File: src/rtl/cms_pkg.sv
package cms_pkg;

   localparam int LG_W = 5;

   typedef enum logic [1:0] {
      MODE_MAIN = 2'd0,
      MODE_PLL  = 2'd1,
      MODE_SUB  = 2'd2
   } mode_e;

   typedef enum logic [1:0] {
      PATH_NONE  = 2'd0,
      PATH_NOW   = 2'd1,
      PATH_TIMED = 2'd2,
      PATH_SYNC  = 2'd3
   } path_e;

   typedef struct packed {
      path_e           kind;
      logic [LG_W-1:0] lg;
      logic            clr;
   } path_t;

endpackage

File: src/rtl/cms_sel_regs.sv
module cms_sel_regs
   import cms_pkg::*;
#(
   parameter int MUL_W = 2
) (
   input  logic             clk_i,
   input  logic             rst_ni,
   input  logic             wr_en_i,
   input  logic             wr_pll_n_i,
   input  logic             wr_sub_n_i,
   input  logic [MUL_W-1:0] wr_mul_i,
   input  logic [1:0]       wr_wsel_i,
   output logic             pll_n_o,
   output logic             sub_n_o,
   output logic [MUL_W-1:0] mul_o,
   output logic [1:0]       wsel_o,
   output mode_e            tgt_o
);

   logic             pll_n_q, sub_n_q;
   logic [MUL_W-1:0] mul_q;
   logic [1:0]       wsel_q;
   logic             mul_open;

   // multiplier is writable only while the PLL is not requested
   assign mul_open = pll_n_q;

   always_ff @(posedge clk_i or negedge rst_ni) begin
      if (!rst_ni) begin
         pll_n_q <= 1'b1;
         sub_n_q <= 1'b1;
         mul_q   <= '0;
         wsel_q  <= '0;
      end else if (wr_en_i) begin
         pll_n_q <= wr_pll_n_i;
         sub_n_q <= wr_sub_n_i;
         wsel_q  <= wr_wsel_i;
         if (mul_open) mul_q <= wr_mul_i;
      end
   end

   // subclock request outranks PLL request
   always_comb begin
      if (!sub_n_q)      tgt_o = MODE_SUB;
      else if (!pll_n_q) tgt_o = MODE_PLL;
      else               tgt_o = MODE_MAIN;
   end

   assign pll_n_o = pll_n_q;
   assign sub_n_o = sub_n_q;
   assign mul_o   = mul_q;
   assign wsel_o  = wsel_q;

endmodule

File: src/rtl/cms_path_dec.sv
module cms_path_dec
   import cms_pkg::*;
#(
   parameter int PLL_LOCK_LOG2 = 14,
   parameter int WS0_LOG2      = 10,
   parameter int WS1_LOG2      = 13,
   parameter int WS2_LOG2      = 15,
   parameter int WS3_LOG2      = 17
) (
   input  mode_e      cur_i,
   input  mode_e      tgt_i,
   input  logic [1:0] wsel_i,
   output path_t      path_o
);

   localparam logic [LG_W-1:0] LG_PLL = LG_W'(PLL_LOCK_LOG2);
   localparam logic [LG_W-1:0] LG_W0  = LG_W'(WS0_LOG2);
   localparam logic [LG_W-1:0] LG_W1  = LG_W'(WS1_LOG2);
   localparam logic [LG_W-1:0] LG_W2  = LG_W'(WS2_LOG2);
   localparam logic [LG_W-1:0] LG_W3  = LG_W'(WS3_LOG2);

   logic [LG_W-1:0] ws_lg;

   always_comb begin
      case (wsel_i)
         2'd0:    ws_lg = LG_W0;
         2'd1:    ws_lg = LG_W1;
         2'd2:    ws_lg = LG_W2;
         default: ws_lg = LG_W3;
      endcase
   end

   always_comb begin
      path_o.kind = PATH_NONE;
      path_o.lg   = '0;
      path_o.clr  = 1'b0;
      if (cur_i != tgt_i) begin
         if (tgt_i == MODE_SUB) begin
            path_o.kind = PATH_SYNC;
         end else if (cur_i == MODE_PLL) begin
            path_o.kind = PATH_NOW;
         end else if (cur_i == MODE_MAIN) begin
            path_o.kind = PATH_TIMED;
            path_o.lg   = LG_PLL;
            path_o.clr  = 1'b1;
         end else begin
            path_o.kind = PATH_TIMED;
            path_o.lg   = ws_lg;
            path_o.clr  = (tgt_i == MODE_MAIN);
         end
      end
   end

endmodule

File: src/rtl/cms_tick_sync.sv
module cms_tick_sync #(
   parameter int STAGES = 2
) (
   input  logic clk_i,
   input  logic rst_ni,
   input  logic d_i,
   output logic q_o
);

   generate
      if (STAGES == 0) begin : g_direct
         assign q_o = d_i;
      end else begin : g_chain
         logic [STAGES-1:0] sh_q;
         always_ff @(posedge clk_i or negedge rst_ni) begin
            if (!rst_ni) begin
               sh_q <= '0;
            end else begin
               for (int i = STAGES - 1; i > 0; i--) sh_q[i] <= sh_q[i-1];
               sh_q[0] <= d_i;
            end
         end
         assign q_o = sh_q[STAGES-1];
      end
   endgenerate

endmodule

File: src/rtl/cms_stab_timer.sv
module cms_stab_timer
   import cms_pkg::*;
#(
   parameter int CNT_W = 17
) (
   input  logic            clk_i,
   input  logic            rst_ni,
   input  logic            clr_i,
   input  logic            run_i,
   input  logic [LG_W-1:0] lg_i,
   output logic            expire_o
);

   logic [CNT_W-1:0] cnt_q;
   logic [CNT_W:0]   last;

   assign last     = ({{CNT_W{1'b0}}, 1'b1} << lg_i) - 1'b1;
   assign expire_o = ({1'b0, cnt_q} == last);

   always_ff @(posedge clk_i or negedge rst_ni) begin
      if (!rst_ni)     cnt_q <= '0;
      else if (clr_i)  cnt_q <= '0;
      else if (run_i)  cnt_q <= cnt_q + 1'b1;
   end

endmodule

File: src/rtl/cms_mode_fsm.sv
module cms_mode_fsm
   import cms_pkg::*;
(
   input  logic            clk_i,
   input  logic            rst_ni,
   input  mode_e           tgt_i,
   input  path_t           path_i,
   input  logic            expire_i,
   input  logic            tick_i,
   output mode_e           mode_o,
   output logic            busy_o,
   output logic            tbt_clr_o,
   output logic            tmr_clr_o,
   output logic            tmr_run_o,
   output logic [LG_W-1:0] lg_o
);

   typedef enum logic {ST_IDLE = 1'b0, ST_WAIT = 1'b1} st_e;

   st_e             st_q, st_d;
   mode_e           mode_q, mode_d, pend_q, pend_d;
   path_e           kind_q, kind_d;
   logic [LG_W-1:0] lg_q, lg_d;
   logic            clr_q, clr_d, tbt_q, tbt_d;
   logic            launch, done;

   assign done = (kind_q == PATH_SYNC) ? tick_i : expire_i;

   always_comb begin
      st_d      = st_q;
      mode_d    = mode_q;
      pend_d    = pend_q;
      kind_d    = kind_q;
      lg_d      = lg_q;
      clr_d     = clr_q;
      tbt_d     = 1'b0;
      tmr_clr_o = 1'b0;
      tmr_run_o = 1'b0;
      launch    = 1'b0;
      case (st_q)
         ST_IDLE: begin
            tmr_clr_o = 1'b1;
            launch    = (path_i.kind != PATH_NONE);
         end
         default: begin
            if (tgt_i == mode_q) begin
               st_d = ST_IDLE;
            end else if (tgt_i != pend_q) begin
               launch    = 1'b1;
               tmr_clr_o = 1'b1;
            end else if (done) begin
               mode_d = pend_q;
               tbt_d  = clr_q;
               st_d   = ST_IDLE;
            end else begin
               tmr_run_o = (kind_q == PATH_TIMED);
            end
         end
      endcase
      if (launch) begin
         if (path_i.kind == PATH_NOW) begin
            mode_d = tgt_i;
            tbt_d  = path_i.clr;
            st_d   = ST_IDLE;
         end else begin
            st_d   = ST_WAIT;
            pend_d = tgt_i;
            kind_d = path_i.kind;
            lg_d   = path_i.lg;
            clr_d  = path_i.clr;
         end
      end
   end

   always_ff @(posedge clk_i or negedge rst_ni) begin
      if (!rst_ni) begin
         st_q   <= ST_IDLE;
         mode_q <= MODE_MAIN;
         pend_q <= MODE_MAIN;
         kind_q <= PATH_NONE;
         lg_q   <= '0;
         clr_q  <= 1'b0;
         tbt_q  <= 1'b0;
      end else begin
         st_q   <= st_d;
         mode_q <= mode_d;
         pend_q <= pend_d;
         kind_q <= kind_d;
         lg_q   <= lg_d;
         clr_q  <= clr_d;
         tbt_q  <= tbt_d;
      end
   end

   assign mode_o    = mode_q;
   assign busy_o    = (st_q == ST_WAIT);
   assign tbt_clr_o = tbt_q;
   assign lg_o      = lg_q;

endmodule

File: src/rtl/clk_mode_switch.sv
module clk_mode_switch
   import cms_pkg::*;
#(
   parameter int MUL_W         = 2,
   parameter int PLL_LOCK_LOG2 = 14,
   parameter int WS0_LOG2      = 10,
   parameter int WS1_LOG2      = 13,
   parameter int WS2_LOG2      = 15,
   parameter int WS3_LOG2      = 17,
   parameter int SYNC_STAGES   = 2
) (
   input  logic             clk_i,
   input  logic             rst_ni,
   input  logic             wr_en_i,
   input  logic             wr_pll_n_i,
   input  logic             wr_sub_n_i,
   input  logic [MUL_W-1:0] wr_mul_i,
   input  logic [1:0]       wr_wsel_i,
   input  logic             sub_tick_i,
   output logic             sel_pll_n_o,
   output logic             sel_sub_n_o,
   output logic [MUL_W-1:0] mul_o,
   output logic [1:0]       wsel_o,
   output logic [1:0]       mode_o,
   output logic [2:0]       clk_sel_o,
   output logic             busy_o,
   output logic             tbt_clr_o
);

   localparam int MAX_A = (WS0_LOG2 > WS1_LOG2) ? WS0_LOG2 : WS1_LOG2;
   localparam int MAX_B = (WS2_LOG2 > WS3_LOG2) ? WS2_LOG2 : WS3_LOG2;
   localparam int MAX_C = (MAX_A > MAX_B) ? MAX_A : MAX_B;
   localparam int CNT_W = (MAX_C > PLL_LOCK_LOG2) ? MAX_C : PLL_LOCK_LOG2;

   generate
      if (MUL_W < 1 || MUL_W > 8) begin : g_bad_mul
         $error("MUL_W out of range");
      end
      if (SYNC_STAGES < 0 || SYNC_STAGES > 4) begin : g_bad_sync
         $error("SYNC_STAGES out of range");
      end
      if (PLL_LOCK_LOG2 < 1 || WS0_LOG2 < 1 || WS1_LOG2 < 1 ||
          WS2_LOG2 < 1 || WS3_LOG2 < 1 || CNT_W > 30) begin : g_bad_wait
         $error("wait exponent out of range");
      end
   endgenerate

   mode_e           tgt, mode_q;
   path_t           path;
   logic            tick_s, expire, tmr_clr, tmr_run;
   logic [LG_W-1:0] lg;

   cms_sel_regs #(.MUL_W(MUL_W)) u_regs (
      .clk_i      (clk_i),
      .rst_ni     (rst_ni),
      .wr_en_i    (wr_en_i),
      .wr_pll_n_i (wr_pll_n_i),
      .wr_sub_n_i (wr_sub_n_i),
      .wr_mul_i   (wr_mul_i),
      .wr_wsel_i  (wr_wsel_i),
      .pll_n_o    (sel_pll_n_o),
      .sub_n_o    (sel_sub_n_o),
      .mul_o      (mul_o),
      .wsel_o     (wsel_o),
      .tgt_o      (tgt)
   );

   cms_path_dec #(
      .PLL_LOCK_LOG2 (PLL_LOCK_LOG2),
      .WS0_LOG2      (WS0_LOG2),
      .WS1_LOG2      (WS1_LOG2),
      .WS2_LOG2      (WS2_LOG2),
      .WS3_LOG2      (WS3_LOG2)
   ) u_dec (
      .cur_i  (mode_q),
      .tgt_i  (tgt),
      .wsel_i (wsel_o),
      .path_o (path)
   );

   cms_tick_sync #(.STAGES(SYNC_STAGES)) u_sync (
      .clk_i  (clk_i),
      .rst_ni (rst_ni),
      .d_i    (sub_tick_i),
      .q_o    (tick_s)
   );

   cms_stab_timer #(.CNT_W(CNT_W)) u_tmr (
      .clk_i    (clk_i),
      .rst_ni   (rst_ni),
      .clr_i    (tmr_clr),
      .run_i    (tmr_run),
      .lg_i     (lg),
      .expire_o (expire)
   );

   cms_mode_fsm u_fsm (
      .clk_i     (clk_i),
      .rst_ni    (rst_ni),
      .tgt_i     (tgt),
      .path_i    (path),
      .expire_i  (expire),
      .tick_i    (tick_s),
      .mode_o    (mode_q),
      .busy_o    (busy_o),
      .tbt_clr_o (tbt_clr_o),
      .tmr_clr_o (tmr_clr),
      .tmr_run_o (tmr_run),
      .lg_o      (lg)
   );

   assign mode_o    = mode_q;
   assign clk_sel_o = {mode_q == MODE_SUB, mode_q == MODE_PLL, mode_q == MODE_MAIN};

endmodule

File: config.mk
export PLATFORM = sky130hd
export DESIGN_NAME = clk_mode_switch
export DESIGN_NICKNAME = d
export VERILOG_FILES = /design/src/rtl/cms_pkg.sv /design/src/rtl/cms_sel_regs.sv /design/src/rtl/cms_path_dec.sv /design/src/rtl/cms_tick_sync.sv /design/src/rtl/cms_stab_timer.sv /design/src/rtl/cms_mode_fsm.sv /design/src/rtl/clk_mode_switch.sv
export SDC_FILE = /design/constraint.sdc
export NUM_CORES = 1
export LEC_CHECK = 0
export BUFFER_PORTS_ARGS = -buffer_cell sky130_fd_sc_hd__buf_4
export CAP_MARGIN = 25
export CORE_MARGIN = 2
export CORE_UTILIZATION = 60
export CTS_CLUSTER_DIAMETER = 40
export CTS_CLUSTER_SIZE = 25
export DETAILED_ROUTE_END_ITERATION = 10
export HOLD_SLACK_MARGIN = 0.12
export PLACE_DENSITY = 0.86
export SLEW_MARGIN = 30
export SYNTH_ARGS = -nofsm -noshare
export SYNTH_HDL_FRONTEND = slang
export SYNTH_HIERARCHICAL = 1
export SYNTH_SLANG_ARGS = --single-unit
File: constraint.sdc
create_clock -name clk_i -period 8.2 [get_ports clk_i]
set_input_delay 0.82 -clock clk_i [delete_from_list [all_inputs] [get_ports clk_i]]
set_output_delay 0.82 -clock clk_i [all_outputs]
set_load 0.02 [all_outputs]
## After elaboration in Yosys (flattened, before gate mapping)

Cells that the tools add are included.

| word-level totals | value |
|---|---|
| bits in registers | 39 |
| input bits | 10 |
| output and inout port bits | 13 |
| word-level logic and storage cells | 74 |

| operators by class | value |
|---|---|
| $add $sub $neg | 2 |
| eq/ne operators | 12 |
| shift-type cells | 1 |
| multiplexer cells | 38 |
| bitwise gates (word level) | 1 |
| reduce and logical (&&, ||, !) cells | 7 |

Operators by type and width:

| cell | count |
|---|---|
| $mux W17 | 2 |
| $mux W1 | 22 |
| $eq A17 B18 Y1 | 1 |
| $mux W2 | 9 |
| $mux W6 | 3 |
| $shl A1 B5 Y18 const A | 1 |
| $sub A18 B1 Y18 const B | 1 |
| $add A17 B1 Y17 const B | 1 |
| $pmux W5 S3 | 1 |
| $eq A2 B2 Y1 const B | 5 |
| $mux W8 | 1 |
| $eq A2 B1 Y1 const B | 3 |
| $logic_not A2 Y1 | 3 |
| $ne A2 B2 Y1 | 2 |
| $reduce_and A2 Y1 | 2 |
| $reduce_bool A2 Y1 | 2 |
| $eq A2 B2 Y1 | 1 |
| $not A1 Y1 | 1 |

## Longest topological paths before layout

Gate-level depths: netlist of run 1.

| logic depth | value |
|---|---|
| word-level depth | 10 |
| mapped depth | 22 |
| gate-level depth less buffers | 18 |

## Modules after synthesis

The synthesis of run 1 kept the hierarchy.

By module, submodules not included:

| module | times used | cells each | area each (um^2) | sequential area each (um^2) |
|---|---|---|---|---|
| cms_stab_timer | 1 | 169 | 1,401.3 | 425.4 |
| cms_mode_fsm | 1 | 60 | 733.2 | 350.3 |
| cms_sel_regs | 1 | 16 | 231.5 | 152.6 |
| cms_path_dec | 1 | 25 | 187.7 | 0.0 |
| cms_tick_sync | 1 | 2 | 50.0 | 50.0 |
| clk_mode_switch | 1 | 3 | 18.8 | 0.0 |

## Worst setup path after synthesis of run 1

Ideal clock, no wire load.

| timing | value |
|---|---|
| path type | register to register |
| from | register u_fsm.lg_q[1], in the netlist u_fsm/lg_o[1] |
| to | register u_tmr.cnt_q[9] |
| setup time | 0.132 ns |
| arrival | 3.521 ns |
| data required time | 8.068 ns |
| path slack | 4.548 ns |
| cell stages (with the launch flop) | 22 |
| buffers on the path | 3 |
| clock period less this slack | 3.652 ns |
| cells stage by stage | dfrtp_1 buf_6 nor3_4 nand2_2 ha_1 nor3_1 a22oi_1 o21ai_1 xor2_1 nor3_2 and3_1 mux2i_1 nand2_1 nor3b_1 clkbuf_2 o2111ai_1 nor2_1 and3_1 buf_2 nand3_1 xor2_1 nor2_1 |

| on the way | value |
|---|---|
| cells in the longest elaborated chain, start to end | 9 |

Ends and longest elaborated chain:

| item | line | RTL |
|---|---|---|
| start: declaration | cms_mode_fsm.sv:23 | `logic [LG_W-1:0] lg_q, lg_d;` |
| start signal: assignment | cms_mode_fsm.sv:89 | `lg_q <= lg_d;` |
| $shl A1 B5 Y18 | cms_stab_timer.sv:17 | `assign last = ({{CNT_W{1'b0}}, 1'b1} << lg_i) - 1'b1;` |
| $sub A18 B1 Y18 | cms_stab_timer.sv:17 |  |
| $eq A17 B18 Y1 | cms_stab_timer.sv:18 | `assign expire_o = ({1'b0, cnt_q} == last);` |
| named net expire | clk_mode_switch.sv:50 | `logic tick_s, expire, tmr_clr, tmr_run;` |
| $mux W1 | cms_mode_fsm.sv:27 | `assign done = (kind_q == PATH_SYNC) ? tick_i : expire_i;` |
| $mux W1 | cms_mode_fsm.sv:51 | `end else if (done) begin` |
| $mux W1 | cms_mode_fsm.sv:48 | `end else if (tgt_i != pend_q) begin` |
| $mux W1 | cms_mode_fsm.sv:46 | `if (tgt_i == mode_q) begin` |
| $mux W1 | cms_mode_fsm.sv:40 | `case (st_q)` |
| named net tmr_run | clk_mode_switch.sv:50 |  |
| $reduce_bool A2 Y1 (no line) | -- |  |
| end signal: assignment | cms_stab_timer.sv:23 | `else if (run_i) cnt_q <= cnt_q + 1'b1;` |
| end: declaration | cms_stab_timer.sv:14 | `logic [CNT_W-1:0] cnt_q;` |

The timed path passes the listed nets, and every way through them passes these cells.
A chain may end at the register's enable or synchronous reset.

## Worst setup path in the final report of run 1

| timing | value |
|---|---|
| from | register u_fsm.lg_q[1], in the netlist u_fsm/lg_o[1] |
| to | register u_tmr.cnt_q[14] |

Same word-level chain as after synthesis.

==> results of run 1 <==
==> final timing paths <==
check / to / from / slack, ns
max in group asynchronous: u_regs/sub_n_o$_DFFE_PN1P_ / rst_ni / 7.35
max: u_tmr/cnt_q[14]$_DFFE_PN0P_ / u_fsm/lg_o[1]$_DFFE_PN0P_ / 3.38
min reg2reg: u_sync/g_chain.sh_q[1]$_DFF_PN0_ / u_sync/g_chain.sh_q[0]$_DFF_PN0_ / 0.36
min: u_sync/g_chain.sh_q[1]$_DFF_PN0_ / u_sync/g_chain.sh_q[0]$_DFF_PN0_ / 0.36
max reg2reg: u_tmr/cnt_q[14]$_DFFE_PN0P_ / u_fsm/lg_o[1]$_DFFE_PN0P_ / 3.38
min in group asynchronous: u_tmr/cnt_q[7]$_DFFE_PN0P_ / rst_ni / 0.48
==> cell usage in the layout, fill, tap and decap left out, types with 3 or more instances in the layout <==
cell / netlist / layout
dfrtp_1: 37 / 37
nor2_1: 27 / 27
buf_4: 1 / 23
xor2_1: 20 / 20
nand2_1: 18 / 18
o21ai_0: 12 / 12
xnor2_1: 12 / 12
nand3_1: 12 / 12
inv_1: 11 / 11
mux2_4: 8 / 8
a21oi_1: 7 / 7
and3_1: 6 / 6
clkbuf_8: 0 / 5
ha_1: 5 / 5
nand4_1: 5 / 5
o21ai_1: 5 / 5
nor4_1: 4 / 4
mux2_2: 4 / 4
nor3_1: 4 / 4
nor2b_1: 3 / 3
a21oi_2: 3 / 3
mux2i_1: 3 / 3
o2111ai_1: 3 / 3
nand3b_1: 3 / 3
a31oi_1: 3 / 3
==> sequential cells by signal, indices dropped and copies added (netlist names) <==
name and flops:
u_fsm/busy_o 1, u_fsm/clr_q 1, u_fsm/kind_q 2, u_fsm/lg_o 5
u_fsm/mode_o 2, u_fsm/pend_q 2, u_fsm/tbt_clr_o 1, u_regs/mul_o 2
u_regs/pll_n_o 1, u_regs/sub_n_o 1, u_regs/wsel_o 2, u_sync/g_chain.sh_q 2
u_tmr/cnt_q 17
==> cells by family after synthesis <==
logic type / after synthesis / share of synthesized area, %
AND/OR/NAND/NOR: 104 / 21.80
AO/OA/AOI/OAI: 51 / 13.41
flip-flops: 39 / 37.31
XOR/XNOR: 32 / 10.69
buffers and inverters: 27 / 6.107
multiplexers: 17 / 8.302
adder cells (fa/ha/maj): 5 / 2.385
==> layer usage <==
layer	wire length [microns]	GRT usage [%]	vias to the layer above
met5	0	0	-
met4	51	7.265	0
met3	207	4.473	6
met2	2781	38.73	57
met1	2531	32.32	998
li1	-	-	1002
==> power by group <==
group / total [mW] / internal, mW / switching [mW] / leakage, nW
clock: 0.189 / 0.121 / 0.0675 / 0.0644
sequential: 0.320 / 0.227 / 0.0922 / 0.502
combinational: 0.528 / 0.249 / 0.278 / 0.700
total: 1.04 / 0.598 / 0.438 / 1.27
==> critical path: stages (launching register included) <==
cell	delay, ns
dfrtp_1	0.62
nor3_4	0.36
nand3b_1	0.11
ha_1	0.37
nor3_1	0.36
a22oi_1	0.12
o21ai_1	0.21
xor2_1	0.20
nor3_2	0.05
and3_1	0.16
mux2i_1	0.34
nand2_1	0.12
nor3b_1	0.62
o21ai_0	0.20
nor2_1	0.18
and3_1	0.29
nand3_1	0.15
xor2_1	0.19
nor2_1	0.06
==> area by class of cell <==
cell class	count	area share [%]
multi-input cells	209	51.57
flip-flops and latches	39	34.00
repair buffers	23	6.000
clock buffers	5	2.391
clock inverters	3	2.348
well taps	52	2.261
inverters	11	1.435
==> flow_summary.ini, run 1 <==
[run_status]
status = completed

[route]
antenna_left = 0
drtIter0Drc = 153
routed_wl_microns = 5572
vias = 2063
first_pass_iters = 4
wire_per_inst_microns = 16.29
drc = 0
vias_per_cell = 6.032

[cells_and_area]
nFillCells = 326
seqCellArea_sq_um = 978.4
stdcell_count = 342
fin_util_pct = 67.02
fin_nets = 304
antenna_cells = 0
design_area_sq_mm = 0.002878
multi_input_area_sq_mm = 0.001484
syn_to_final_growth_pct = 9.733
final_layout_size_suffix_gt1_share_pct = 22.07

[floorplan]
start_util_pct = 61.07
rows = 24
die_area_sq_mm = 0.004915
core_sq_mm = 0.004294
die_h_microns = 70.11
io_pins = 23
die_width_microns = 70.11

[logic_synthesis]
synth.most_common_cell = dfrtp_1
yosysTopAreaCellShare_pct = 35.31
synth_common_cells = dfrtp_1 (37), nor2_1 (27), xor2_1 (20)
synth_area_sq_mm = 0.002623
synth_largest_area_cell = dfrtp_1
synth_edf_count = 0
ys_warn_count = 6
synth-seq-area-share_pct = 37.31
netlist-cell-type-count = 62
synth_cells = 275
syn_area_per_cell_sq_um = 9.536
ys_ff_latch = 39
async_reset_ff_share_pct = 100.0
synthesis.nets = 290
synth_area_leaders = dfrtp_1 (35%), xor2_1 (6.7%), mux2_4 (4.6%)
yosys_most_used_dff = dfrtp_1

[placement]
dp.cells = 334
place_area_sq_mm = 0.002741
gp_congestion = 0.9029
place_hpwl_microns = 3787
dp_worst_setup_slack_ns = 3.470
io_buffers = 22

[global_route]
grt_pass1_vias = 1962
grt_pass1_wl_microns = 9218
grt_usage_pct = 23.73
grt_max_degree = 40
grt_overflow = 0
antenna_found_initial = 0

[clock_network]
cts_tree = built
h-tree-depth = 2
cts.sinks = 39
cts_resized = 0
path_clk_slew_ns = 0.08
cts_buffer_depth = 2
clock_latency_ns = 0.29
cts_buffers = 5
hold_buffers = 0
clock-root-buffer = clkbuf_8
postCtsSetupBuffers = 0

[worst_setup_path]
r2r_cells = 18
crit_fanout = 18
path_class = flop to flop
cp.required_ns = 8.38
cp-start-kind = flop
cp.arrival_ns = 5.00
end_kind = flop

[timing]
finalSetupViolCount = 0
fin_skew_ns = 0.007975
hold_viol_final = 0
period_minus_slack_ns = 4.819
max_freq_mhz = 207.5
tns_ns = 0
drv_slew = 0
worst_slack_ns = 3.381
tightest_slew_ns = 0.7468
max_slew_margin_pct = 50.03
fin_crit_sh_pct = 58.76
rsz0062_at_grt = false
fin_hold_ws_ns = 0.3629

[flow_run]
max-cap-violations = 0

[min_path]
hp-class = flop to flop
hold_depth = 0

[power_and_ir_drop]
powerDensity_mw_per_mm2 = 360.0
report.power.total_mw = 1.036
p_leak_nw = 1.266
ir_worst_vdd_mv = 0.2865
Note: power is estimated with default switching activity, not from simulation.
==> run 2, diff against run 1 <==
==> constraint.sdc (replaced) <==
create_clock -name clk_i -period 4.7 [get_ports clk_i]
set_input_delay 0.47 -clock clk_i [delete_from_list [all_inputs] [get_ports clk_i]]
set_output_delay 0.47 -clock clk_i [all_outputs]
set_load 0.02 [all_outputs]
==> run 2 against run 1 <==
Net effect:
- first-iteration DRC count grew 58%
- worst setup slack worse by 3.0 ns
- highest routed layer unchanged
- critical path type unchanged
- count of clock-buffer cells in the layout is 1 higher
- power increased by 66%
- critical endpoint is now u_tmr/cnt_q[11]$_DFFE_PN0P_
- sequential cell count unchanged
- non-clock buffer count up 6
- register-to-register slack got worse by 3.0 ns
- worst hold slack got worse by 0.23 ns
==> flow_summary.ini, run 2 (synthesis results as in run 1) <==
[worst_setup_path]
path_class = flop to flop
crit_fanout = 17
cp-start-kind = flop
end_kind = flop
cp.arrival_ns = 4.47
r2r_cells = 19
cp.required_ns = 4.89

[power_and_ir_drop]
ir_worst_vdd_mv = 0.4232
p_leak_nw = 1.271
powerDensity_mw_per_mm2 = 598.5
report.power.total_mw = 1.721

[route]
drtIter0Drc = 242
routed_wl_microns = 5583
vias = 2145
drc = 0
antenna_left = 0
first_pass_iters = 5
wire_per_inst_microns = 16.04
vias_per_cell = 6.164

[timing]
period_minus_slack_ns = 4.283
tns_ns = 0
finalSetupViolCount = 0
max_freq_mhz = 233.5
fin_crit_sh_pct = 91.12
rsz0062_at_grt = false
drv_slew = 0
fin_hold_ws_ns = 0.1331
tightest_slew_ns = 0.6925
fin_skew_ns = 0.006839
max_slew_margin_pct = 53.66
hold_viol_final = 0

[floorplan]
rows = 24
die_area_sq_mm = 0.004915
core_sq_mm = 0.004294
io_pins = 23
die_width_microns = 70.11
die_h_microns = 70.11
start_util_pct = 61.07

[placement]
place_hpwl_microns = 3907
gp_congestion = 0.8458
io_buffers = 22

[cells_and_area]
largest_reg_flops = 17
antenna_cells = 0
final_layout_size_suffix_gt1_share_pct = 23.65
syn_to_final_growth_pct = 9.638
layout_common_cells = dfrtp_1 (37), buf_4 (29), nor2_1 (27)
fin_nets = 310
nFillCells = 339
top_register = u_tmr/cnt_q
final_common_cell = dfrtp_1

[flow_run]
max-cap-violations = 0

[clock_network]
clock-root-buffer = clkbuf_8
cts_buffers = 5
path_clk_slew_ns = 0.08
cts_buffer_depth = 2
cts_tree = built
h-tree-depth = 2
clock_latency_ns = 0.29
cts.sinks = 39

[global_route]
grt_pass1_vias = 2120
grt_usage_pct = 23.96
grt_overflow = 0
grt_max_degree = 40
antenna_found_initial = 0
grt_pass1_wl_microns = 9377

[min_path]
hp-class = primary input to asynchronous set/reset pin

[run_status]
status = completed
## run 2: cell count changes in the layout (fill, tap and decap cells not counted)
cell and delta:
mux2i_2 +1, clkbuf_1 +1, clkinv_2 +1, buf_4 +6, bufinv_16 -2, mux2i_1 -1
## run 2: critical path: stages (launching register included)
cell       delay (ns)
dfrtp_1          0.56
nor2_1           0.23
nand2_2          0.09
ha_1             0.37
nor3_1           0.37
nand4b_1         0.14
o211ai_1         0.13
xor2_1           0.21
nor3_2           0.07
and3_1           0.16
mux2i_2          0.27
nand2_1          0.12
nor3b_1          0.19
buf_4            0.17
o2111ai_1        0.16
nor2_1           0.22
and3_1           0.31
nand3_1          0.14
xor2_1           0.19
nor2_1           0.06
## run 2: per-layer routing
metal  track usage, %  routed length (microns)  part of all wire [%]  up-vias
met5                0                        0                     0        -
li1                 -                        -                     -     1004
met3            4.762                      304                   5.4       22
met1            28.06                     2364                    42     1030
met4            12.18                      190                   3.4        0
met2            41.59                     2724                    49       89
## run 2: final cells by class
class                           count  area (sq um)  share of cell area (%)
Inverter                           11         41.29                   1.436
Tap cell                           52         65.06                   2.263
Clock buffer                        6         72.57                   2.524
Clock inverter                      2         12.51                  0.4352
Multi-Input combinational cell    209          1488                   51.74
Sequential cell                    39         978.4                   34.03
Timing Repair Buffer               29         217.7                   7.572
## run 2: worst paths after layout
check                                                       from                                to  slack (ns)
max in group asynchronous                                 rst_ni        u_regs/pll_n_o$_DFFE_PN1P_        4.20
worst max-delay path                   u_fsm/lg_o[0]$_DFFE_PN0P_       u_tmr/cnt_q[11]$_DFFE_PN0P_        0.42
worst min-delay path                                      rst_ni       u_tmr/cnt_q[16]$_DFFE_PN0P_        0.13
worst min register to register  u_sync/g_chain.sh_q[0]$_DFF_PN0_  u_sync/g_chain.sh_q[1]$_DFF_PN0_        0.37
min in group clk_i                                    sub_tick_i  u_sync/g_chain.sh_q[0]$_DFF_PN0_        0.29
worst max register to register         u_fsm/lg_o[0]$_DFFE_PN0P_       u_tmr/cnt_q[11]$_DFFE_PN0P_        0.42
## run 2: where the power goes
part / total (mW) / internal [mW] / switching [mW]
sequential: 0.505 / 0.398 / 0.107
clock: 0.219 / 0.104 / 0.115
combinational: 0.997 / 0.456 / 0.542
total: 1.72 / 0.957 / 0.764
## run 2: per-stage QoR
step	cells	util, %	cell area, sq um	setup WS, ns
after CTS	348	66.87	2872	0.3666
after global placement	340	64.89	2786	0.7433
after detailed placement	340	64.89	2786	0.4122
after floorplan	275	-	2623	1.048
final	348	66.96	2875	0.4172
after global routing	348	66.96	2875	0.05172
## run 2: timing repair
action / CTS / global route
buffers inserted: 0 / 0
setup endpoints to repair: 0 / 1
resized for setup: 0 / 1
hold buffers: 0 / 0
